[config.mk]
export PLATFORM = sky130hd
export DESIGN_NAME = dmarl_top
export DESIGN_NICKNAME = d
export VERILOG_FILES = /design/src/rtl/dmarl_pkg.sv /design/src/rtl/dmarl_ctl.sv /design/src/rtl/dmarl_dp.sv /design/src/rtl/dmarl_seq.sv /design/src/rtl/dmarl_top.sv
export SDC_FILE = /design/constraint.sdc
export NUM_CORES = 1
export LEC_CHECK = 0
export ABC_CLOCK_PERIOD_IN_PS = 6200
export CAP_MARGIN = 5
export CORE_MARGIN = 5
export CORE_UTILIZATION = 50
export DETAILED_ROUTE_END_ITERATION = 8
export PLACE_DENSITY = 0.76
export SYNTH_ARGS = -nofsm -noshare
export SYNTH_HDL_FRONTEND = slang
export SYNTH_HIERARCHICAL = 1
export SYNTH_SLANG_ARGS = --single-unit
[constraint.sdc]
create_clock -name clk -period 6.2 [get_ports clk]
set_input_delay 1.55 -clock clk [delete_from_list [all_inputs] [get_ports clk]]
set_output_delay 1.55 -clock clk [all_outputs]
set_load 0.05 [all_outputs]
[src/rtl/dmarl_pkg.sv]
package dmarl_pkg;
  typedef enum logic [1:0] {ST_IDLE, ST_REQ, ST_RD, ST_WR} dmarl_st_e;
  localparam int SEL_SRC = 0;
  localparam int SEL_DST = 1;
  localparam int SEL_CNT = 2;
  localparam int SEL_CTL = 3;
  localparam int CB_EN   = 0;
  localparam int CB_RL   = 1;
  localparam int CB_IE   = 2;
  localparam int CB_DONE = 3;
endpackage

[src/rtl/dmarl_ctl.sv]
module dmarl_ctl (
  input  logic       clk,
  input  logic       rst_n,
  input  logic       ctl_we,
  input  logic [3:0] ctl_wdata,
  input  logic       done_set,
  output logic       active,
  output logic       rl,
  output logic       irq,
  output logic       grp_clr
);
  import dmarl_pkg::*;

  logic en_q, rl_q, ie_q, done_q;

  always_ff @(posedge clk or negedge rst_n) begin
    if (!rst_n) begin
      en_q   <= 1'b0;
      rl_q   <= 1'b0;
      ie_q   <= 1'b0;
      done_q <= 1'b0;
    end else begin
      if (ctl_we) begin
        en_q <= ctl_wdata[CB_EN];
        rl_q <= ctl_wdata[CB_RL];
        ie_q <= ctl_wdata[CB_IE];
      end
      if (done_set)
        done_q <= 1'b1;
      else if (ctl_we)
        done_q <= done_q & ctl_wdata[CB_DONE];
    end
  end

  assign active  = en_q & ~done_q;
  assign rl      = rl_q;
  assign irq     = done_q & ie_q;
  assign grp_clr = ctl_we & ctl_wdata[CB_EN];


  done_sticky_chk: assert property (@(posedge clk) disable iff (!rst_n)
    (done_q && !ctl_we) |=> done_q);
endmodule

[src/rtl/dmarl_dp.sv]
module dmarl_dp #(
  parameter int ADDR_W = 32,
  parameter int CNT_W  = 16,
  parameter int STEP   = 4,
  parameter int GRP_W  = 2
) (
  input  logic              clk,
  input  logic              rst_n,
  input  logic              wr_src,
  input  logic              wr_dst,
  input  logic              wr_cnt,
  input  logic [ADDR_W-1:0] wdata_a,
  input  logic [CNT_W-1:0]  wdata_c,
  input  logic              grp_clr,
  input  logic              step,
  input  logic              rl,
  output logic [ADDR_W-1:0] src,
  output logic [ADDR_W-1:0] dst,
  output logic              last,
  output logic              grp_end
);
  localparam logic [ADDR_W-1:0] ASTEP = ADDR_W'(STEP);
  localparam logic [CNT_W-1:0]  CONE  = CNT_W'(1);

  logic [ADDR_W-1:0] src_base, src_q, dst_q;
  logic [CNT_W-1:0]  cnt_q;
  logic [GRP_W-1:0]  sub_q;

  always_ff @(posedge clk or negedge rst_n) begin
    if (!rst_n) begin
      src_base <= '0;
      src_q    <= '0;
      dst_q    <= '0;
      cnt_q    <= '0;
      sub_q    <= '0;
    end else begin
      if (wr_src) begin
        src_base <= wdata_a;
        src_q    <= wdata_a;
      end else if (step) begin
        src_q <= (rl && grp_end) ? src_base : src_q + ASTEP;
      end
      if (wr_dst)    dst_q <= wdata_a;
      else if (step) dst_q <= dst_q - ASTEP;
      if (wr_cnt)    cnt_q <= wdata_c;
      else if (step) cnt_q <= cnt_q - CONE;
      if (grp_clr)   sub_q <= '0;
      else if (step) sub_q <= sub_q + 1'b1;
    end
  end

  assign src     = src_q;
  assign dst     = dst_q;
  assign last    = (cnt_q == CONE);
  assign grp_end = &sub_q;


  cnt_step_chk: assert property (@(posedge clk) disable iff (!rst_n)
    (step && !wr_cnt) |=> cnt_q == $past(cnt_q) - CONE);

  dst_step_chk: assert property (@(posedge clk) disable iff (!rst_n)
    (step && !wr_dst) |=> dst_q == $past(dst_q) - ASTEP);

  src_reload_chk: assert property (@(posedge clk) disable iff (!rst_n)
    (step && rl && grp_end && !wr_src) |=> src_q == src_base);
endmodule

[src/rtl/dmarl_seq.sv]
module dmarl_seq #(
  parameter int DATA_W = 32
) (
  input  logic              clk,
  input  logic              rst_n,
  input  logic              active,
  input  logic              rl,
  input  logic              dreq,
  input  logic              bgnt,
  input  logic              bus_ready,
  input  logic [DATA_W-1:0] bus_rdata,
  input  logic              last,
  input  logic              grp_end,
  output logic              breq,
  output logic              bus_valid,
  output logic              bus_write,
  output logic [DATA_W-1:0] wdata,
  output logic              step,
  output logic              done_set,
  output logic              req_clr
);
  import dmarl_pkg::*;

  dmarl_st_e st_q, st_d;
  logic [DATA_W-1:0] data_q;
  logic clr_q;

  assign bus_valid = (st_q == ST_RD) || (st_q == ST_WR);
  assign bus_write = (st_q == ST_WR);
  assign breq      = (st_q != ST_IDLE);
  assign step      = (st_q == ST_WR) && bus_ready;
  assign done_set  = step && last;

  always_comb begin
    st_d = st_q;
    case (st_q)
      ST_IDLE: if (active && dreq) st_d = ST_REQ;
      ST_REQ:  if (bgnt) st_d = ST_RD;
      ST_RD:   if (bus_ready) st_d = ST_WR;
      ST_WR: begin
        if (bus_ready) begin
          if (last || (rl && grp_end)) st_d = ST_IDLE;
          else                         st_d = ST_RD;
        end
      end
      default: st_d = ST_IDLE;
    endcase
  end

  always_ff @(posedge clk or negedge rst_n) begin
    if (!rst_n) begin
      st_q   <= ST_IDLE;
      data_q <= '0;
      clr_q  <= 1'b0;
    end else begin
      st_q  <= st_d;
      clr_q <= done_set;
      if (st_q == ST_RD && bus_ready) data_q <= bus_rdata;
    end
  end

  assign wdata   = data_q;
  assign req_clr = clr_q;


  valid_hold_chk: assert property (@(posedge clk) disable iff (!rst_n)
    (bus_valid && !bus_ready) |=> bus_valid && $stable(bus_write) && $stable(wdata));

  end_release_chk: assert property (@(posedge clk) disable iff (!rst_n)
    (step && last) |=> !breq && !bus_valid);

  clr_pulse_chk: assert property (@(posedge clk) disable iff (!rst_n)
    req_clr |=> !req_clr);

  wait_gnt_chk: assert property (@(posedge clk) disable iff (!rst_n)
    (st_q == ST_REQ && !bgnt) |=> !bus_valid);
endmodule

[src/rtl/dmarl_top.sv]
module dmarl_top #(
  parameter int ADDR_W = 32,
  parameter int DATA_W = 32,
  parameter int CNT_W  = 16,
  parameter int GRP_W  = 2
) (
  input  logic              clk,
  input  logic              rst_n,
  input  logic              reg_we,
  input  logic [1:0]        reg_sel,
  input  logic [31:0]       reg_wdata,
  input  logic              dreq,
  output logic              breq,
  input  logic              bgnt,
  output logic              bus_valid,
  input  logic              bus_ready,
  output logic              bus_write,
  output logic [ADDR_W-1:0] bus_addr,
  output logic [DATA_W-1:0] bus_wdata,
  input  logic [DATA_W-1:0] bus_rdata,
  output logic              irq,
  output logic              req_clr
);
  import dmarl_pkg::*;

  localparam int STEP = DATA_W / 8;

  logic active, rl, grp_clr, step, done_set, last, grp_end;
  logic [ADDR_W-1:0] src, dst;

  dmarl_ctl u_ctl (
    .clk(clk), .rst_n(rst_n),
    .ctl_we(reg_we && reg_sel == 2'(SEL_CTL)),
    .ctl_wdata(reg_wdata[3:0]),
    .done_set(done_set),
    .active(active), .rl(rl), .irq(irq), .grp_clr(grp_clr)
  );

  dmarl_dp #(.ADDR_W(ADDR_W), .CNT_W(CNT_W), .STEP(STEP), .GRP_W(GRP_W)) u_dp (
    .clk(clk), .rst_n(rst_n),
    .wr_src(reg_we && reg_sel == 2'(SEL_SRC)),
    .wr_dst(reg_we && reg_sel == 2'(SEL_DST)),
    .wr_cnt(reg_we && reg_sel == 2'(SEL_CNT)),
    .wdata_a(reg_wdata[ADDR_W-1:0]),
    .wdata_c(reg_wdata[CNT_W-1:0]),
    .grp_clr(grp_clr), .step(step), .rl(rl),
    .src(src), .dst(dst), .last(last), .grp_end(grp_end)
  );

  dmarl_seq #(.DATA_W(DATA_W)) u_seq (
    .clk(clk), .rst_n(rst_n),
    .active(active), .rl(rl), .dreq(dreq), .bgnt(bgnt),
    .bus_ready(bus_ready), .bus_rdata(bus_rdata),
    .last(last), .grp_end(grp_end),
    .breq(breq), .bus_valid(bus_valid), .bus_write(bus_write),
    .wdata(bus_wdata), .step(step), .done_set(done_set), .req_clr(req_clr)
  );

  assign bus_addr = bus_write ? dst : src;


  addr_stable_chk: assert property (@(posedge clk) disable iff (!rst_n)
    (bus_valid && !bus_ready) |=> $stable(bus_addr));
endmodule

==> results of run 1 <==
## final timing paths
| check | startpoint | to | slack [ns] | cells past startpoint |
|---|---|---|---|---|
| hold reg to reg | u_ctl/en_q$_DFFE_PN0P_ | u_ctl/en_q$_DFFE_PN0P_ | 0.50 | 1 |
| hold / removal | u_ctl/en_q$_DFFE_PN0P_ | u_ctl/en_q$_DFFE_PN0P_ | 0.50 | 1 |
| max in group asynchronous | rst_n | u_dp/src_base[24]$_DFFE_PN0P_ | 3.77 | 2 |
| setup / recovery | u_seq/st_q[1]$_DFFE_PN0P_ | bus_addr[25] | 1.56 | 4 |
| setup reg to reg | u_seq/st_q[1]$_DFFE_PN0P_ | u_dp/dst[24]$_DFFE_PN0N_ | 3.34 | 7 |
| min in group asynchronous | rst_n | u_dp/dst[19]$_DFFE_PN0N_ | 1.28 | 1 |
## logic make-up (layout without fill, tap and decap cells)
family / after synthesis / count (layout)
adder cells (fa/ha/maj): 5 / 5
multiplexers: 81 / 81
XOR/XNOR: 70 / 70
AO/OA/AOI/OAI: 149 / 149
flip-flops: 153 / 153
buffers and inverters: 83 / 210
AND/OR/NAND/NOR: 248 / 248
## final cells by class
class / instances / area [um2]
Fill cell: 1284 / 6070
Multi-Input combinational cell: 553 / 4020
Sequential cell: 153 / 3830
Timing Repair Buffer: 145 / 1440
Clock buffer: 17 / 425
Tap cell: 220 / 275
Clock inverter: 14 / 219
Inverter: 34 / 128
## stage by stage
stage | instance area (um2) | hold WS, ns | power [mW] | worst slack, ns | cells
finish | 10300 | 0.504 | 5.59 | 1.56 | 1136
global route | 10300 | 0.517 | 5.85 | 1.44 | 1136
CTS | 10300 | 0.503 | 5.62 | 1.54 | 1136
detailed placement | 9690 | 0.488 | 4.45 | 1.82 | 1105
global placement | 9690 | 0.485 | 4.40 | 1.88 | 1105
floorplan | 8250 | 0.464 | 3.69 | 3.01 | 789
## registers in the layout, summed over array words and instances, names as in the netlist
name	cells
u_dp/dst	32
u_dp/src	32
u_dp/src_base	32
u_seq/wdata	32
u_dp/cnt_q	16
u_dp/sub_q	2
u_seq/st_q	2
u_ctl/done_q	1
u_ctl/en_q	1
u_ctl/ie_q	1
u_ctl/rl	1
u_seq/req_clr	1
## layout by cell type, fill, tap and decap left out, types with 14 or more instances in the layout
cell type        synthesis  routed
nand3_1                 14      14
dfrtp_1                153     153
xor2_1                  22      22
nand2_1                 93      93
nor4_1                  15      15
o21ai_0                 73      73
a21oi_1                 23      23
nor2_1                  23      23
nor3_1                  22      22
xnor2_1                 48      48
nor2b_1                 20      20
mux2_2                  18      18
inv_1                   34      34
o221ai_1                21      21
clkbuf_16                0      17
clkdlybuf4s50_1          0     139
mux2_4                  60      60
## report_power, final
group          internal (mW)  switching, mW
Sequential              1.34          0.352
Clock                  0.716          0.424
Combinational           1.17           1.59
## per-layer routing
metal  up-vias  track usage [%]  share of wire (%)
li1       2992                -                  -
met1      3091             29.2                 43
met2       226             35.0                 49
met3        35             3.87                5.7
met4         0             7.70                1.9
met5         -                0                  0
## critical path, stage by stage (launching register included)
cell,delay [ns]
dfrtp_1,0.51
and2_2,0.65
buf_4,0.42
mux2_2,0.38
clkdlybuf4s50_1,0.70
==> flow_metrics.py, run 1 <==
metrics = {
    "global_routing": {
        "grt_pass1_vias": 6344,
        "grt_max_degree": 111,
        "grt_util_all_layers_pct": 21.6,
        "grt_antenna_before_repair": 0,
        "grt_pass1_wl_mm": 33.7,
        "grt-ovfl-total": 0,
    },
    "synth": {
        "synthSimpleGateAreaFrac_pct": 15.9,
        "synthesis.area_um2": 8250,
        "synth_compound_gate_area_share_pct": 10.7,
        "yosys-top-cells-count": "153 x dfrtp_1, 93 x nand2_1, 73 x o21ai_0, 60 x mux2_4, 48 x xnor2_1",
        "synth_top_area_share_pct": 46.4,
        "yosysSeqAreaShare_pct": 46.4,
        "yosys.cell_types.count": 57,
        "syn-instance-count": 789,
        "synthXorXnorAreaFrac_pct": 7.44,
        "ys.flop_type": "dfrtp_1",
        "synthTopCellsByArea": "dfrtp_1 46%, mux2_4 11%, xnor2_1 5.1%",
        "ys_warn_count": 6,
        "synthAdderAreaFrac_pct": 0.759,
        "async_flop_share_pct": 100,
        "synth_top_family_by_area": "simple AND/OR/NAND/NOR gates",
        "synth-seq-cells": 153,
        "avgSynthCellArea_um2": 10.5,
        "synth.area.mux_share_pct": 13.7,
        "synthesis.nets": 866,
        "yosysTopAreaCell": "dfrtp_1",
        "synthMostInstantiatedCell": "dfrtp_1",
        "synth_edf_count": 0,
    },
    "clock_tree": {
        "cts_resized": 0,
        "cts_buffers": 17,
        "clockBufferDepth": 2,
        "clkSinkCount": 153,
        "clkTransAtPathRegs_ns": 0.07,
        "cts_hold_buf": 0,
        "clk_latency_ns": 0.42,
        "clockRootBuffer": "clkbuf_16",
        "postCtsSetupRepairBufs": 0,
        "tritoncts": "done",
        "cts_htree_levels": 4,
    },
    "setup_path": {
        "setup.worst_path.class": "reg2out",
        "start_kind": "flip-flop",
        "worst_setup_path_end_kind": "primary output",
        "arrival_ns": 3.09,
        "crit_fanout": 18,
        "cp.required_ns": 4.65,
    },
    "route": {
        "drt_pass1_iterations": 5,
        "ant_nets": 0,
        "wl_per_cell_um": 18.2,
        "drc": 0,
        "dr_total_vias": 6344,
        "post_drt_via_cell_ratio": 5.58,
        "dr.first_iter.drc_count": 574,
        "routed_wl_mm": 20.7,
    },
    "pwr": {
        "p_per_area_nw_per_um2": 541,
        "max-vdd-ir-drop_mv": 0.262,
        "leakagePower_nw": 4.26,
    },
    "outcome": {
        "status": "finished clean",
    },
    "cells_and_area": {
        "final_layout_size_suffix_gt1_share_pct": 14.3,
        "final_util_pct": 63.0,
        "fin_nets": 981,
        "antenna_cells": 0,
        "area_growth_pct": 25.3,
    },
    "floorplanning": {
        "core_area_um2": 16400,
        "boundaryPins": 141,
        "die_y_um": 138,
        "rows": 47,
        "start_util_pct": 50.3,
        "design.die.area_um2": 19200,
        "die_w_um": 138,
    },
    "place": {
        "gp_congestion": 0.809,
        "dpl.hpwl_mm": 13.7,
        "io_buffers": 140,
    },
    "sta": {
        "finalHoldViolations": 0,
        "period_needed_ns": 4.64,
        "setup_viol": 0,
        "slew_headroom_pct": 26.4,
        "worstMarginPinSlew_ns": 1.10,
        "skew_ns": 0.0104,
        "min_period_over_period_pct": 74.9,
        "drv_slew": 0,
        "fin_tns_setup_ns": 0,
        "fmax_mhz": 215,
        "rsz0062_at_grt": "no",
    },
    "run": {
        "drv_cap": 0,
    },
    "min_path": {
        "hp-class": "reg2reg",
    },
}
Power figures use the tool's default switching activity.
==> inputs of run 2 (changes only) <==
ABC_CLOCK_PERIOD_IN_PS = 4630   (was 6200)
clock period = 4.63 ns   (was 6.2 ns; I/O delays follow)
==> run 2 against run 1 <==
Clock-buffer cell count rose by 3. Sequential share of layout area is 0.098 points lower. First-iteration DRC count fell by 8.4%. Sequential power increased by 34%. Largest cell class unchanged. Hold slack lost 0.0061 ns. Clock skew decreased by 0.0038 ns. Clock power grew 30%. Power rose by 33%. Non-clock buffer count increased by 4. Largest power group unchanged. Critical path depth did not move. Register-to-register slack lost 1.2 ns. Die area did not move.
==> flow_metrics.py, run 2 (same netlist as run 1, synthesis figures left out) <==
metrics = {
    "global_routing": {
        "grt_util_all_layers_pct": 21.2,
        "grt_max_degree": 91,
        "grt_pass1_vias": 6329,
        "grt_pass1_wl_mm": 33.1,
        "grt_antenna_before_repair": 0,
        "grt-ovfl-total": 0,
    },
    "min_path": {
        "hp-class": "reg2reg",
    },
    "route": {
        "dr_total_vias": 6303,
        "dr.first_iter.drc_count": 526,
        "wl_per_cell_um": 17.8,
        "ant_nets": 0,
        "drt_pass1_iterations": 5,
        "routed_wl_mm": 20.3,
        "drc": 0,
        "post_drt_via_cell_ratio": 5.52,
    },
    "run": {
        "drv_cap": 0,
    },
    "place": {
        "post_dp_cell_area_um2": 9730,
        "dpl.hpwl_mm": 13.7,
        "gp_congestion": 0.808,
        "io_buffers": 140,
    },
    "sta": {
        "worstMarginPinSlew_ns": 1.05,
        "holdWs_ns": 0.498,
        "skew_ns": 0.00666,
        "slew_headroom_pct": 29.8,
        "setup_viol": 0,
        "drv_slew": 0,
        "fin_tns_setup_ns": 0,
        "period_needed_ns": 4.07,
        "rsz0062_at_grt": "no",
        "min_period_over_period_pct": 87.9,
        "fmax_mhz": 246,
        "finalHoldViolations": 0,
    },
    "setup_path": {
        "cp.required_ns": 3.47,
        "crit_chain": "and2_2 -> buf_4 -> mux2_2 -> clkdlybuf4s50_1",
        "setup.worst_path.class": "reg2out",
        "arrival_ns": 2.91,
        "worst_setup_path_end_kind": "primary output",
        "slowest_delay_ns": 0.70,
        "crit_fanout": 14,
        "start_kind": "flip-flop",
        "reg2reg_slack_ns": 2.10,
        "cpMaxStageDelayCell": "clkdlybuf4s50_1",
    },
    "clock_tree": {
        "clockBufferDepth": 2,
        "cts_resized": 0,
        "cts_htree_levels": 4,
        "tritoncts": "done",
        "clockRootBuffer": "clkbuf_16",
        "clkSinkCount": 153,
        "clkTransAtPathRegs_ns": 0.06,
        "cts_hold_buf": 0,
        "cts_buffers": 17,
        "clk_latency_ns": 0.42,
        "postCtsSetupRepairBufs": 0,
    },
    "floorplanning": {
        "die_w_um": 138,
        "start_util_pct": 50.3,
        "boundaryPins": 141,
        "core_area_um2": 16400,
        "design.die.area_um2": 19200,
        "rows": 47,
        "die_y_um": 138,
    },
    "cells_and_area": {
        "mostFrequentLayoutCell": "dfrtp_1",
        "final_layout_size_suffix_gt1_share_pct": 14.7,
        "area_growth_pct": 25.7,
        "post-route-cell-area_um2": 10400,
        "final_cell_mix": "153 x dfrtp_1, 139 x clkdlybuf4s50_1, 93 x nand2_1",
        "fin_nets": 985,
        "antenna_cells": 0,
    },
    "pwr": {
        "leakagePower_nw": 4.28,
        "p_seq_share_pct": 30.4,
        "p_comb_share_pct": 49.7,
        "max-vdd-ir-drop_mv": 0.357,
        "internal_power_mw": 4.29,
        "power.share.clock_pct": 19.9,
        "p_sw_mw": 3.14,
        "p_sw_share_pct": 42.2,
        "p_per_area_nw_per_um2": 717,
    },
    "outcome": {
        "status": "finished clean",
    },
}
==> run 2: cell types whose count changed in the layout (fill, tap and decap cells not counted), sizes merged <==
cell    previous run  this run
buf                6        10
inv               38        34
clkbuf            17        20
clkinv             3         6
bufinv             5         4
==> run 2: per-layer routing <==
metal | global-route usage [%] | vias up | wire length [um]
li1 | - | 3004 | -
met1 | 28.4 | 3077 | 8910
met2 | 34.1 | 184 | 9850
met3 | 4.14 | 38 | 1020
met4 | 8.53 | 0 | 473
met5 | 0 | - | 0
==> run 2: critical path, delay by kind of cell (launching register included) <==
| family | cells | cell delay, ns |
|---|---|---|
| buffers and inverters | 2 | 1.03 |
| AND/OR/NAND/NOR | 1 | 0.57 |
| flip-flops | 1 | 0.52 |
| multiplexers | 1 | 0.35 |
==> run 2: final cells by class <==
cell class,count,area (um2)
Sequential cell,153,3830
Fill cell,1316,6050
Multi-Input combinational cell,553,4020
Tap cell,220,275
Inverter,34,128
Clock buffer,20,457
Clock inverter,12,173
Timing Repair Buffer,149,1480
==> run 2: worst paths after layout <==
| kind | startpoint | cells after the start | to |
|---|---|---|---|
| worst max-delay path | u_seq/st_q[1]$_DFFE_PN0P_ | 4 | bus_addr[31] |
| worst min-delay path | u_dp/src_base[0]$_DFFE_PN0P_ | 1 | u_dp/src_base[0]$_DFFE_PN0P_ |
| worst max register to register | u_seq/st_q[1]$_DFFE_PN0P_ | 6 | u_dp/dst[24]$_DFFE_PN0N_ |
| worst min register to register | u_dp/src_base[0]$_DFFE_PN0P_ | 1 | u_dp/src_base[0]$_DFFE_PN0P_ |
| max in group asynchronous | rst_n | 2 | u_seq/wdata[5]$_DFFE_PN0P_ |
| min in group asynchronous | rst_n | 1 | u_dp/dst[17]$_DFFE_PN0N_ |
==> run 2: power by group through the flow <==
stage / Sequential (mW) / Combinational, mW / Clock (mW)
finish: 2.26 / 3.69 / 1.48
global route: 2.33 / 3.89 / 1.55
global placement: 2.26 / 3.65 / 0
CTS: 2.26 / 3.71 / 1.50
detailed placement: 2.27 / 3.70 / 0
floorplan: 2.65 / 2.30 / 0
==> run 2: per-stage QoR <==
stage                     worst slack [ns]  utilization (%)  total power [mW]  instances
final                                0.562             63.2              7.43       1141
after global routing                 0.460             63.2              7.77       1141
after CTS                            0.551             63.2              7.47       1141
after detailed placement             0.968             59.3              5.97       1109
after global placement                1.02             59.3              5.91       1109
after floorplan                       1.83                -              4.95        789
